<file path="config.mk">
export PLATFORM = sky130hd
export DESIGN_NAME = irq_agg_top
export DESIGN_NICKNAME = d
export VERILOG_FILES = /design/src/rtl/irq_agg_pkg.sv /design/src/rtl/irq_agg_dec.sv /design/src/rtl/irq_agg_group.sv /design/src/rtl/irq_agg_top.sv
export SDC_FILE = /design/constraint.sdc
export NUM_CORES = 1
export LEC_CHECK = 0
export ABC_AREA = 1
export CAP_MARGIN = 5
export CORE_ASPECT_RATIO = 0.7
export CORE_UTILIZATION = 45
export CTS_CLUSTER_SIZE = 25
export DETAILED_ROUTE_END_ITERATION = 16
export DONT_BUFFER_PORTS = 1
export PLACE_DENSITY = 0.67
export SYNTH_ARGS = -nofsm -noshare
export SYNTH_HDL_FRONTEND = slang
export SYNTH_SLANG_ARGS = --single-unit
</file>
<file path="constraint.sdc">
create_clock -name clk -period 3.7 [get_ports clk]
set_clock_uncertainty 0.15 [all_clocks]
set_input_delay 0.555 -clock clk [delete_from_list [all_inputs] [get_ports clk]]
set_output_delay 0.555 -clock clk [all_outputs]
set_load 0.05 [all_outputs]
</file>
<file path="src/rtl/irq_agg_pkg.sv">
package irq_agg_pkg;

    localparam int NUM_GRP = 5;

    // group index equals its level-1 bit position
    localparam int GRP_LINK = 0;
    localparam int GRP_USB2 = 1;
    localparam int GRP_USB3 = 2;
    localparam int GRP_BUF  = 3;
    localparam int GRP_QUE  = 4;

    localparam int USB2_SRC_W = 3;
    localparam int USB3_SRC_W = 6;
    localparam int LINK_SRC_W = 1;

    // register offset inside a four-word window
    localparam logic [1:0] OFS_STAT = 2'd0;
    localparam logic [1:0] OFS_EN   = 2'd1;
    localparam logic [1:0] OFS_SET  = 2'd2;
    localparam logic [1:0] OFS_CLR  = 2'd3;

    typedef struct packed {
        logic [NUM_GRP-1:0] l1_en;
        logic               irq;
    } top_state_t;

endpackage

</file>
<file path="src/rtl/irq_agg_dec.sv">
module irq_agg_dec
    import irq_agg_pkg::*;
#(
    parameter int ADDR_W = 5
) (
    input  logic [ADDR_W-1:0]  addr,
    input  logic               wr,
    output logic [NUM_GRP-1:0] grp_w1c,
    output logic [NUM_GRP-1:0] grp_set,
    output logic [NUM_GRP-1:0] grp_clr,
    output logic               l1_set,
    output logic               l1_clr,
    output logic               grp_hit,
    output logic [ADDR_W-3:0]  grp_idx,
    output logic               l1_hit,
    output logic [1:0]         ofs
);

    always_comb begin
        grp_idx = addr[ADDR_W-1:2];
        ofs     = addr[1:0];
        grp_hit = int'(grp_idx) < NUM_GRP;
        l1_hit  = int'(grp_idx) == NUM_GRP;
        for (int g = 0; g < NUM_GRP; g++) begin
            grp_w1c[g] = wr && grp_hit && (int'(grp_idx) == g) && (ofs == OFS_STAT);
            grp_set[g] = wr && grp_hit && (int'(grp_idx) == g) && (ofs == OFS_SET);
            grp_clr[g] = wr && grp_hit && (int'(grp_idx) == g) && (ofs == OFS_CLR);
        end
        l1_set = wr && l1_hit && (ofs == OFS_SET);
        l1_clr = wr && l1_hit && (ofs == OFS_CLR);
    end

endmodule

</file>
<file path="src/rtl/irq_agg_group.sv">
module irq_agg_group #(
    parameter int DATA_W = 32,
    parameter int SRC_W  = 4
) (
    input  logic              clk,
    input  logic              rst_n,
    input  logic [DATA_W-1:0] ev,
    input  logic [DATA_W-1:0] wdata,
    input  logic              w1c,
    input  logic              en_set,
    input  logic              en_clr,
    output logic [DATA_W-1:0] stat_o,
    output logic [DATA_W-1:0] en_o,
    output logic              sum_o
);

    localparam logic [DATA_W-1:0] IMPL = DATA_W'((65'd1 << SRC_W) - 65'd1);

    typedef struct packed {
        logic [DATA_W-1:0] stat;
        logic [DATA_W-1:0] en;
    } grp_state_t;

    grp_state_t st_d, st_q;

    always_comb begin
        st_d = st_q;
        if (w1c) begin
            st_d.stat = st_q.stat & ~wdata;
        end
        // a new event overrides a clear in the same cycle
        st_d.stat = (st_d.stat | ev) & IMPL;
        if (en_set) begin
            st_d.en = st_q.en | wdata;
        end
        if (en_clr) begin
            st_d.en = st_q.en & ~wdata;
        end
        st_d.en = st_d.en & IMPL;
    end

    always_ff @(posedge clk or negedge rst_n) begin
        if (!rst_n) begin
            st_q <= '0;
        end else begin
            st_q <= st_d;
        end
    end

    assign stat_o = st_q.stat;
    assign en_o   = st_q.en;
    assign sum_o  = |(st_q.stat & st_q.en);

endmodule

</file>
<file path="src/rtl/irq_agg_top.sv">
module irq_agg_top
    import irq_agg_pkg::*;
#(
    parameter int DATA_W = 32,
    parameter int ADDR_W = 5,
    parameter int BUF_W  = 2,
    parameter int QUE_W  = 8
) (
    input  logic              clk,
    input  logic              rst_n,
    input  logic [ADDR_W-1:0] bus_addr,
    input  logic              bus_wr,
    input  logic [DATA_W-1:0] bus_wdata,
    output logic [DATA_W-1:0] bus_rdata,
    input  logic              ev_link,
    input  logic [2:0]        ev_usb2,
    input  logic [5:0]        ev_usb3,
    input  logic [BUF_W-1:0]  ev_buf,
    input  logic [QUE_W-1:0]  ev_que,
    output logic              irq_o
);

    localparam int GRP_SRC_W [NUM_GRP] = '{LINK_SRC_W, USB2_SRC_W, USB3_SRC_W, BUF_W, QUE_W};

    logic [NUM_GRP-1:0][DATA_W-1:0] ev_pad;
    logic [NUM_GRP-1:0][DATA_W-1:0] grp_stat;
    logic [NUM_GRP-1:0][DATA_W-1:0] grp_en;
    logic [NUM_GRP-1:0]             grp_sum;

    logic [NUM_GRP-1:0] dec_w1c, dec_set, dec_clr;
    logic               dec_l1_set, dec_l1_clr;
    logic               dec_grp_hit, dec_l1_hit;
    logic [ADDR_W-3:0]  dec_grp_idx;
    logic [1:0]         dec_ofs;

    top_state_t         top_d, top_q;
    logic [NUM_GRP-1:0] l1_en_q;

    always_comb begin
        ev_pad           = '0;
        ev_pad[GRP_LINK] = DATA_W'(ev_link);
        ev_pad[GRP_USB2] = DATA_W'(ev_usb2);
        ev_pad[GRP_USB3] = DATA_W'(ev_usb3);
        ev_pad[GRP_BUF]  = DATA_W'(ev_buf);
        ev_pad[GRP_QUE]  = DATA_W'(ev_que);
    end

    irq_agg_dec #(
        .ADDR_W (ADDR_W)
    ) u_dec (
        .addr    (bus_addr),
        .wr      (bus_wr),
        .grp_w1c (dec_w1c),
        .grp_set (dec_set),
        .grp_clr (dec_clr),
        .l1_set  (dec_l1_set),
        .l1_clr  (dec_l1_clr),
        .grp_hit (dec_grp_hit),
        .grp_idx (dec_grp_idx),
        .l1_hit  (dec_l1_hit),
        .ofs     (dec_ofs)
    );

    for (genvar g = 0; g < NUM_GRP; g++) begin : g_grp
        irq_agg_group #(
            .DATA_W (DATA_W),
            .SRC_W  (GRP_SRC_W[g])
        ) u_grp (
            .clk    (clk),
            .rst_n  (rst_n),
            .ev     (ev_pad[g]),
            .wdata  (bus_wdata),
            .w1c    (dec_w1c[g]),
            .en_set (dec_set[g]),
            .en_clr (dec_clr[g]),
            .stat_o (grp_stat[g]),
            .en_o   (grp_en[g]),
            .sum_o  (grp_sum[g])
        );
    end

    always_comb begin
        top_d = top_q;
        if (dec_l1_set) begin
            top_d.l1_en = top_q.l1_en | bus_wdata[NUM_GRP-1:0];
        end
        if (dec_l1_clr) begin
            top_d.l1_en = top_q.l1_en & ~bus_wdata[NUM_GRP-1:0];
        end
        top_d.irq = |(grp_sum & top_q.l1_en);
    end

    always_ff @(posedge clk or negedge rst_n) begin
        if (!rst_n) begin
            top_q <= '0;
        end else begin
            top_q <= top_d;
        end
    end

    assign l1_en_q = top_q.l1_en;
    assign irq_o   = top_q.irq;

    always_comb begin
        bus_rdata = '0;
        if (dec_grp_hit) begin
            for (int g = 0; g < NUM_GRP; g++) begin
                if (int'(dec_grp_idx) == g) begin
                    if (dec_ofs == OFS_STAT) bus_rdata = grp_stat[g];
                    if (dec_ofs == OFS_EN)   bus_rdata = grp_en[g];
                end
            end
        end else if (dec_l1_hit) begin
            if (dec_ofs == OFS_STAT) bus_rdata = DATA_W'(grp_sum);
            if (dec_ofs == OFS_EN)   bus_rdata = DATA_W'(l1_en_q);
        end
    end

endmodule

</file>
# ---- Word-level counts from Yosys, hierarchy flattened
# Cells that the tools add are included.
# W data, S select, Z words.
dict set report totals {
  elab_cells 126
  output_inout_bits 33
  input_bits 60
  register_bits 46
}
dict set report op_classes {
  reduce_logical 38
  magnitude_cmp 1
  n_eq_ne 8
  n_mux 37
  bitwise 30
}
# cell count
set ops {}
lappend ops {{$mux W32} 18}
lappend ops {{$reduce_or A32 Y1} 5}
lappend ops {{$and A8 B8 Y8} 3}
lappend ops {{$logic_and A1 B1 Y1} 24}
lappend ops {{$mux W8} 3}
lappend ops {{$and A6 B6 Y6} 3}
lappend ops {{$mux W6} 3}
lappend ops {{$or A8 B8 Y8} 2}
lappend ops {{$mux W5} 3}
lappend ops {{$eq A3 B3 Y1 const B} 4}
lappend ops {{$or A6 B6 Y6} 2}
lappend ops {{$reduce_bool A2 Y1} 6}
lappend ops {{$and A5 B5 Y5} 2}
lappend ops {{$and A3 B3 Y3} 3}
lappend ops {{$mux W3} 3}
lappend ops {{$not A8 Y8} 1}
lappend ops {{$and A2 B2 Y2} 3}
lappend ops {{$mux W2} 3}
lappend ops {{$or A3 B3 Y3} 2}
lappend ops {{$not A5 Y5} 1}
lappend ops {{$or A5 B5 Y5} 1}
lappend ops {{$reduce_or A5 Y1} 1}
lappend ops {{$eq A2 B2 Y1 const B} 2}
lappend ops {{$mux W1} 4}
lappend ops {{other kinds (8)} 12}

# ---- Depth between registers and ports, before layout
# Gate-level depths: netlist of run 1.
dict set report logic_depth {
  depth_word 18
  mapped_depth 9
  ltp_nobuf 8
}

# ---- Hierarchy
# From an unflattened synthesis of run 1, not the netlist that was laid out.
dict set report unflattened {
  hier_cells 1329
  area_unflattened_um2 7708.6
}
# mod area_per_inst_um2 cells_per_inst n_inst
set by_module_without_submodules {}
lappend by_module_without_submodules {irq_agg_top 3515.9 755 1}
lappend by_module_without_submodules {{irq_agg_group (g_grp[4].u_grp)} 1127.3 139 1}
lappend by_module_without_submodules {{irq_agg_group (g_grp[2].u_grp)} 942.2 125 1}
lappend by_module_without_submodules {{irq_agg_group (g_grp[1].u_grp)} 718.2 99 1}
lappend by_module_without_submodules {{irq_agg_group (g_grp[3].u_grp)} 640.6 88 1}
lappend by_module_without_submodules {{irq_agg_group (g_grp[0].u_grp)} 564.3 77 1}
lappend by_module_without_submodules {irq_agg_dec 200.2 46 1}

# ---- Worst setup path before layout of run 1
# Ideal clock, no wire load.
dict set report synth_path {
  kind {input to output}
  from {in bus_addr[0]}
  to {out bus_rdata[5]}
  stages 7
  t_arrival_ps 1997
  slack_ps 998
  cell_sequence {buf_4 nor2_4 buf_4 inv_2 o22ai_1 nand2_1 a21oi_1}
}
dict set report synth_between {
  elab_chain_len 14
}
# item line_no
set synth_lines {}
lappend synth_lines {{from (decl)} irq_agg_top.sv:11} ;# input logic [ADDR_W-1:0] bus_addr,
lappend synth_lines {{$logic_not A2 Y1} irq_agg_top.sv:109} ;# if (dec_ofs == OFS_STAT) bus_rdata = grp_stat[g];
lappend synth_lines {{$mux W32} irq_agg_top.sv:109}
lappend synth_lines {{$mux W32} irq_agg_top.sv:110} ;# if (dec_ofs == OFS_EN) bus_rdata = grp_en[g];
lappend synth_lines {{$mux W32} irq_agg_top.sv:108} ;# if (int'(dec_grp_idx) == g) begin
lappend synth_lines {{$mux W32} irq_agg_top.sv:109}
lappend synth_lines {{$mux W32} irq_agg_top.sv:110}
lappend synth_lines {{$mux W32} irq_agg_top.sv:108}
lappend synth_lines {{$mux W32} irq_agg_top.sv:109}
lappend synth_lines {{$mux W32} irq_agg_top.sv:110}
lappend synth_lines {{$mux W32} irq_agg_top.sv:108}
lappend synth_lines {{$mux W32} irq_agg_top.sv:109}
lappend synth_lines {{$mux W32} irq_agg_top.sv:110}
lappend synth_lines {{$mux W32 *} irq_agg_top.sv:108}
lappend synth_lines {{$mux W32 *} irq_agg_top.sv:106} ;# if (dec_grp_hit) begin
lappend synth_lines {{to (decl)} irq_agg_top.sv:14} ;# output logic [DATA_W-1:0] bus_rdata,
# Every way passes the cells marked *; elsewhere a longest branch is shown, timed or not.

# ---- Final worst setup path of run 1
dict set report layout_path {
  from {in bus_addr[1]}
  to {out bus_rdata[2]}
}
dict set report layout_between {
  elab_chain_len 14
}
# item line_no
set layout_lines {}
lappend layout_lines {{$logic_not A2 Y1} {irq_agg_top.sv:109, irq_agg_top.sv:114}}
lappend layout_lines {{$mux W32} irq_agg_top.sv:109}
lappend layout_lines {{$mux W32} irq_agg_top.sv:110}
lappend layout_lines {{$mux W32} irq_agg_top.sv:108}
lappend layout_lines {{$mux W32} irq_agg_top.sv:109}
lappend layout_lines {{$mux W32} irq_agg_top.sv:110}
lappend layout_lines {{$mux W32} irq_agg_top.sv:108}
lappend layout_lines {{$mux W32} irq_agg_top.sv:109}
lappend layout_lines {{$mux W32} irq_agg_top.sv:110}
lappend layout_lines {{$mux W32} irq_agg_top.sv:108}
lappend layout_lines {{$mux W32} irq_agg_top.sv:109}
lappend layout_lines {{$mux W32} irq_agg_top.sv:110}
lappend layout_lines {{$mux W32} irq_agg_top.sv:108}
lappend layout_lines {{$mux W32 *} irq_agg_top.sv:106}
# Marked as above.

==> results of run 1 <==
## worst reg2reg max path: stages, from the launching register on
cell and delay (ps):
sky130_fd_sc_hd__dfrtp_1 360, sky130_fd_sc_hd__inv_1 70, sky130_fd_sc_hd__o21ai_0 410, sky130_fd_sc_hd__nand2_1 100, sky130_fd_sc_hd__nand4_1 130
## power groups by stage
stage | combinational, mW | clock [mW] | sequential (mW)
after floorplan | 0.251 | 0 | 0.621
after detailed placement | 0.266 | 0 | 0.633
after global placement | 0.263 | 0 | 0.632
final | 0.282 | 0.362 | 0.625
after global routing | 0.319 | 0.391 | 0.633
after CTS | 0.282 | 0.367 | 0.624
## per-stage QoR
step	util (%)	hold WS, ps	instances
floorplan	-	109	426
global placement	47.9	110	475
detailed placement	47.9	110	475
CTS	50.4	172	485
global route	50.4	170	485
finish	50.4	175	485
## per-layer routing
layer / vias to the layer above / part of all wire [%]
met1: 1123 / 47
met4: 0 / 0.83
met2: 105 / 41
met3: 6 / 11
met5: - / 0
li1: 1231 / -
## how the worst max path moves through the flow
stage / slack, ps / endpoint / cells after the start
2_1_floorplan: 1000 / bus_rdata[5] / 7
3_3_place_gp: 1080 / bus_rdata[2] / 6
3_5_place_dp: 1050 / bus_rdata[2] / 6
4_1_cts: 1050 / bus_rdata[2] / 6
5_1_grt: 910 / bus_rdata[2] / 6
6_report: 1020 / bus_rdata[2] / 6
## synthesized netlist by cell type
master                     instances
sky130_fd_sc_hd__dfrtp_1          46
sky130_fd_sc_hd__inv_1            44
sky130_fd_sc_hd__buf_4            28
sky130_fd_sc_hd__o21ai_1           6
sky130_fd_sc_hd__o21bai_1          7
sky130_fd_sc_hd__o21ai_0          34
sky130_fd_sc_hd__conb_1            1
sky130_fd_sc_hd__nor3_2            1
sky130_fd_sc_hd__nand2_4           2
sky130_fd_sc_hd__nor2_1           31
sky130_fd_sc_hd__nand3b_1          1
sky130_fd_sc_hd__nand3_4           1
sky130_fd_sc_hd__nand2_1         144
sky130_fd_sc_hd__nand4_1           8
sky130_fd_sc_hd__nor3_1            1
sky130_fd_sc_hd__o22ai_1           4
sky130_fd_sc_hd__nand3_2           1
sky130_fd_sc_hd__and3_1            1
sky130_fd_sc_hd__nor2_8            1
sky130_fd_sc_hd__nand2_2           5
sky130_fd_sc_hd__nor2_4            5
sky130_fd_sc_hd__a21o_1            1
sky130_fd_sc_hd__nand3_1           9
sky130_fd_sc_hd__buf_2             1
sky130_fd_sc_hd__nor2_2            1
sky130_fd_sc_hd__inv_2             5
sky130_fd_sc_hd__a21oi_1          14
## cell families after synthesis
group | Yosys count | share of synthesized area [%]
AO/OA/AOI/OAI | 66 | 12.5
other | 1 | 0.131
AND/OR/NAND/NOR | 212 | 33.1
flip-flops | 46 | 40.3
buffers and inverters | 78 | 14.0
## layout make-up
class                           instances  area [um^2]
Sequential cell                        46         1150
Multi-Input combinational cell        302         1390
Clock buffer                            8          110
Tap cell                               75         93.8
Inverter                               49          184
Fill cell                             589         2940
Timing Repair Buffer                    5         60.1
==> flow_summary.json, run 1 <==
{
  "cp.buffers_inverters": 0,
  "fin_crit_ps": 2680,
  "grt.met3_usage_pct": 7.76,
  "timing.hold.worst.class": "input port to register",
  "num_rows": 23,
  "clock_power_share_pct": 28.5,
  "cts.sinks": 46,
  "path_max_fanout": 26,
  "crit_type": "input port to primary output",
  "count_of_synthesis_stage_warnings_from_yosys": 0,
  "start_of_the_worst_register_to_register_path": "g_grp[3].u_grp.stat_o[1]",
  "clk_latency_ps": 300,
  "switching_share_pct": 34.4,
  "cts_hold_bufs": 2,
  "crit_path_top_delay_cell": "sky130_fd_sc_hd__nor2_4",
  "wire_length_of_the_first_global_routing_pass_um": 11600,
  "avgRoutedWirePerCell_um": 14.7,
  "report.final.hold_viol_count": 0,
  "via_count": 2465,
  "ioPinCount": 93,
  "grt.total_usage_pct": 23.0,
  "power.switching_uw": 436,
  "globalRouteMet1Util_pct": 32.7,
  "slew_viol_final": 0,
  "totalNegativeSetupSlack_ps": 0,
  "synth_cell_type_count": 27,
  "crit_family": "simple AND/OR/NAND/NOR gates",
  "ff2ff_setup_slack_ps": 2420,
  "ant_nets_after_route": 0,
  "worst_r2r_path_depth": 4,
  "grt_overflow": 0,
  "crit_path_cell_trace": "nor2_4, nand2_1, o21ai_0, nand2_1, a21oi_1, nand2_1",
  "detail_route.iter0.violations": 198,
  "min_period_over_period_pct": 72.4,
  "measured_slew_at_the_worst_slew_check_pin_ps": 686,
  "maximum_number_of_pins_on_one_net_before_global_route_repair": 47,
  "most_used_cells_in_the_layout_excluding_fill_and_tap_cells": "sky130_fd_sc_hd__nand2_1, sky130_fd_sc_hd__dfrtp_1, sky130_fd_sc_hd__inv_1",
  "design.core.area_mm2": 0.00593,
  "floorplan.initialDensity_pct": 48.1,
  "die_area_mm2": 0.00667,
  "r2r_end": "irq_o",
  "number_of_nets_at_the_end_of_the_flow": 469,
  "synth_cells": 403,
  "io_buffer_count": 0,
  "synthDominantAreaCellType": "sky130_fd_sc_hd__dfrtp_1",
  "globalRoute.busiestLayer": "met2",
  "critPathCaptureType": "primary output",
  "part_of_the_total_power_dissipated_in_combinational_logic_pct": 22.2,
  "drt-pass1-iter-count": 4,
  "h-tree-depth": 2,
  "cts_tree": "done",
  "post_synth.cell_area_avg_um2": 7.08,
  "p_per_area_mw_per_mm2": 424,
  "synthToLayoutAreaGrowth_pct": 4.73,
  "cp_slowest_stage_delay_ps": 530,
  "max-vdd-ir-drop_mv": 0.226,
  "route.detailed.drc": 0,
  "fp.dieW_um": 97.2,
  "cts_resized": 0,
  "critPathRequiredTime_ps": 2990,
  "dp_hpwl_um": 5330,
  "power.leakage_nw": 1.57,
  "p_seq_share_pct": 49.2,
  "setup_viol": 0,
  "first_global_vias": 2307,
  "antenna_found_initial": 0,
  "cts_buffers": 5,
  "die-height_um": 68.6,
  "crit_path_start": "bus_addr[1]",
  "totalPowerFinal_mw": 1.27,
  "rsz0062_at_grt": "no",
  "register_clock_pin_slew_on_the_reported_worst_setup_and_hold_paths_ps": 80,
  "netlist_area_mm2": 0.00285,
  "route.detailed.vias_per_inst": 5.08,
  "layout-drive-gt1-share_pct": 8.29,
  "place_congestion": 0.839,
  "commonest_non_fill_non_tap_cell_in_the_layout": "sky130_fd_sc_hd__nand2_1",
  "post-route-worst-setup-slack_ps": 1020,
  "synth_sequential_area_ratio_pct": 40.3,
  "cts_root_buffer": "sky130_fd_sc_hd__clkbuf_8",
  "timing.hold.worst_path_depth": 1,
  "placedInstanceArea_mm2": 0.00284,
  "clock_tree.buffer_depth": 2,
  "critical_path.most_common_cell": "sky130_fd_sc_hd__nand2_1",
  "postRouteWirelength_um": 7120,
  "drv.max_cap_violation_count": 0,
  "timing.hold.worst.start": "bus_addr[0]",
  "global_route.usage.met2_pct": 33.5,
  "yosys.area.top_type_share_pct": 40.3,
  "post-route-cell-area_mm2": 0.00299,
  "relSlewSlack_pct": 54.2,
  "max_freq_ghz": 0.373,
  "pre_cts_ws_ps": 1050,
  "post_cts_buffers": 0,
  "cellInternalPower_uw": 833,
  "synth_seq_cells": 46,
  "antenna_cell_count": 0,
  "status": "finished, final reports clean",
  "critPathLaunchType": "input port",
  "worst_ep_arrival_time_ps": 1970,
  "ys_top_cells_by_area": "sky130_fd_sc_hd__dfrtp_1, sky130_fd_sc_hd__nand2_1, sky130_fd_sc_hd__buf_4"
}
Power figures use the tool's default switching activity.
==> inputs of run 2 (changes only) <==
==> constraint.sdc (replaced) <==
create_clock -name clk -period 2.7 [get_ports clk]
set_clock_uncertainty 0.15 [all_clocks]
set_input_delay 0.405 -clock clk [delete_from_list [all_inputs] [get_ports clk]]
set_output_delay 0.405 -clock clk [all_outputs]
set_load 0.05 [all_outputs]
==> run 2 against run 1 <==
Clock-buffer cell count unchanged. Combinational power rose by 40%. Largest power group unchanged. Critical path depth increased by 1. Register-to-register slack lost 1100 ps. Die area unchanged. Wire length is 3.0% higher. Highest routed layer unchanged.
==> flow_summary.json, run 2 (synthesis results as in run 1) <==
{
  "rsz0062_at_grt": "no",
  "cp.buffers_inverters": 2,
  "io_buffer_count": 0,
  "ioPinCount": 93,
  "p_per_area_mw_per_mm2": 578,
  "critPathLaunchType": "register",
  "crit_type": "register to primary output",
  "cts_hold_bufs": 2,
  "die_area_mm2": 0.00667,
  "clk_latency_ps": 300,
  "placed_cells": 479,
  "max_freq_ghz": 0.437,
  "num_rows": 23,
  "dp_hpwl_um": 5540,
  "die-height_um": 68.6,
  "via_count": 2527,
  "antenna_found_initial": 0,
  "crit_family": "compound AO/OA/AOI/OAI gates",
  "commonest_non_fill_non_tap_cell_in_the_layout": "sky130_fd_sc_hd__nand2_1",
  "layout-drive-gt1-share_pct": 9.18,
  "drt-pass1-iter-count": 5,
  "critPathCaptureType": "primary output",
  "part_of_the_total_power_dissipated_in_combinational_logic_pct": 22.6,
  "crit_path_cell_trace": "inv_1, o21ai_0, nand2_1, nand2_1, nand2_1, nand3_1, buf_4",
  "antenna_cell_count": 0,
  "ant_nets_after_route": 0,
  "cellInternalPower_mw": 1.15,
  "cts_buffers": 5,
  "stdcell_count": 489,
  "cts.sinks": 46,
  "cts_root_buffer": "sky130_fd_sc_hd__clkbuf_8",
  "slew_viol_final": 0,
  "fin_crit_ps": 2290,
  "synthToLayoutAreaGrowth_pct": 5.79,
  "detail_route.iter0.violations": 196,
  "fp.dieW_um": 97.2,
  "p_seq_share_pct": 49.1,
  "power.leakage_nw": 1.59,
  "clock_power_share_pct": 28.3,
  "timing.hold.worst.class": "input port to register",
  "worst_ep_arrival_time_ps": 1730,
  "critPathRequiredTime_ps": 2140,
  "route.detailed.vias_per_inst": 5.17,
  "worst_r2r_path_depth": 4,
  "grt_overflow": 0,
  "maximum_number_of_pins_on_one_net_before_global_route_repair": 47,
  "r2r_end": "irq_o",
  "critical_path_cell_count": 7,
  "post_cts_buffers": 0,
  "min_period_over_period_pct": 84.7,
  "crit_path_top_delay_cell": "sky130_fd_sc_hd__o21ai_0",
  "cp_slowest_stage_delay_ps": 520,
  "wire_length_of_the_first_global_routing_pass_um": 11700,
  "relSlewSlack_pct": 57.8,
  "switching_share_pct": 34.3,
  "postRouteWirelength_um": 7330,
  "first_global_vias": 2385,
  "max-vdd-ir-drop_mv": 0.288,
  "number_of_nets_at_the_end_of_the_flow": 473,
  "drv.max_cap_violation_count": 0,
  "setup_viol": 0,
  "measured_slew_at_the_worst_slew_check_pin_ps": 626,
  "floorplan.initialDensity_pct": 48.1,
  "report.final.hold_viol_count": 0,
  "path_max_fanout": 2,
  "ff2ff_setup_slack_ps": 1330,
  "status": "finished, final reports clean",
  "cts_tree": "done",
  "most_used_cells_in_the_layout_excluding_fill_and_tap_cells": "sky130_fd_sc_hd__nand2_1, sky130_fd_sc_hd__dfrtp_1, sky130_fd_sc_hd__inv_1",
  "final.fill_count": 593,
  "h-tree-depth": 2,
  "route.detailed.drc": 0,
  "grt.total_usage_pct": 22.9,
  "avgRoutedWirePerCell_um": 15.0,
  "cts_resized": 0,
  "clock_tree.buffer_depth": 2,
  "design.core.area_mm2": 0.00593,
  "endpoint": "bus_rdata[3]",
  "place_congestion": 0.836,
  "power.switching_uw": 599,
  "critical_path.most_common_cell": "sky130_fd_sc_hd__nand2_1",
  "register_clock_pin_slew_on_the_reported_worst_setup_and_hold_paths_ps": 80,
  "totalNegativeSetupSlack_ps": 0
}
==> run 2: layout make-up <==
class / count / area [um^2] / share of cell area (%)
Tap cell: 75 / 93.8 / 3.11
Sequential cell: 46 / 1150 / 38.1
Inverter: 49 / 184 / 6.09
Timing Repair Buffer: 9 / 90.1 / 2.98
Multi-Input combinational cell: 302 / 1390 / 46.0
Clock buffer: 8 / 110 / 3.65
==> run 2: how the worst min path moves through the flow <==
stage                     start                  endpoint  slack, ps  cells after the start
floorplan                 rst_n                 async pin        -40                      0
global placement          rst_n  g_grp[2].u_grp.stat_o[4]        -40                      0
detailed placement        rst_n  g_grp[2].u_grp.stat_o[4]        -40                      0
CTS                 bus_addr[0]                  register         30                      1
global route        bus_addr[0]                  register         20                      1
finish              bus_addr[0]                  register         30                      1
==> run 2: routing by layer <==
layer / share of wire, % / track usage, % / wire length [um]
met1: 47 / 32.3 / 3440
met2: 43 / 35.2 / 3130
met3: 9.7 / 6.75 / 711
met4: 0.52 / 4.29 / 38
met5: 0 / 0 / 0
==> run 2: power groups by stage <==
| stage | Combinational [mW] | Clock (mW) | Sequential (mW) |
|---|---|---|---|
| 6_report | 0.394 | 0.494 | 0.858 |
| 4_1_cts | 0.392 | 0.505 | 0.856 |
| 2_1_floorplan | 0.344 | 0 | 0.851 |
| 5_1_grt | 0.441 | 0.530 | 0.870 |
| 3_3_place_gp | 0.364 | 0 | 0.866 |
| 3_5_place_dp | 0.370 | 0 | 0.869 |
==> run 2: through the flow <==
| step | hold WS [ps] | power, mW | setup slack (ps) | area [um^2] | utilization, % |
|---|---|---|---|---|---|
| floorplan | -40.6 | 1.20 | 298 | 2940 | - |
| global placement | -39.6 | 1.23 | 495 | 2870 | 48.4 |
| detailed placement | -39.5 | 1.24 | 486 | 2870 | 48.4 |
| CTS | 29.4 | 1.75 | 489 | 3020 | 50.9 |
| global route | 24.2 | 1.84 | 315 | 3020 | 50.9 |
| finish | 34.1 | 1.75 | 412 | 3020 | 50.9 |
==> run 2: worst reg2reg max path: stages (launching register included) <==
cell	delay [ps]
sky130_fd_sc_hd__dfrtp_1	350
sky130_fd_sc_hd__inv_1	60
sky130_fd_sc_hd__o21ai_0	520
sky130_fd_sc_hd__nand2_1	110
sky130_fd_sc_hd__nand4_1	120
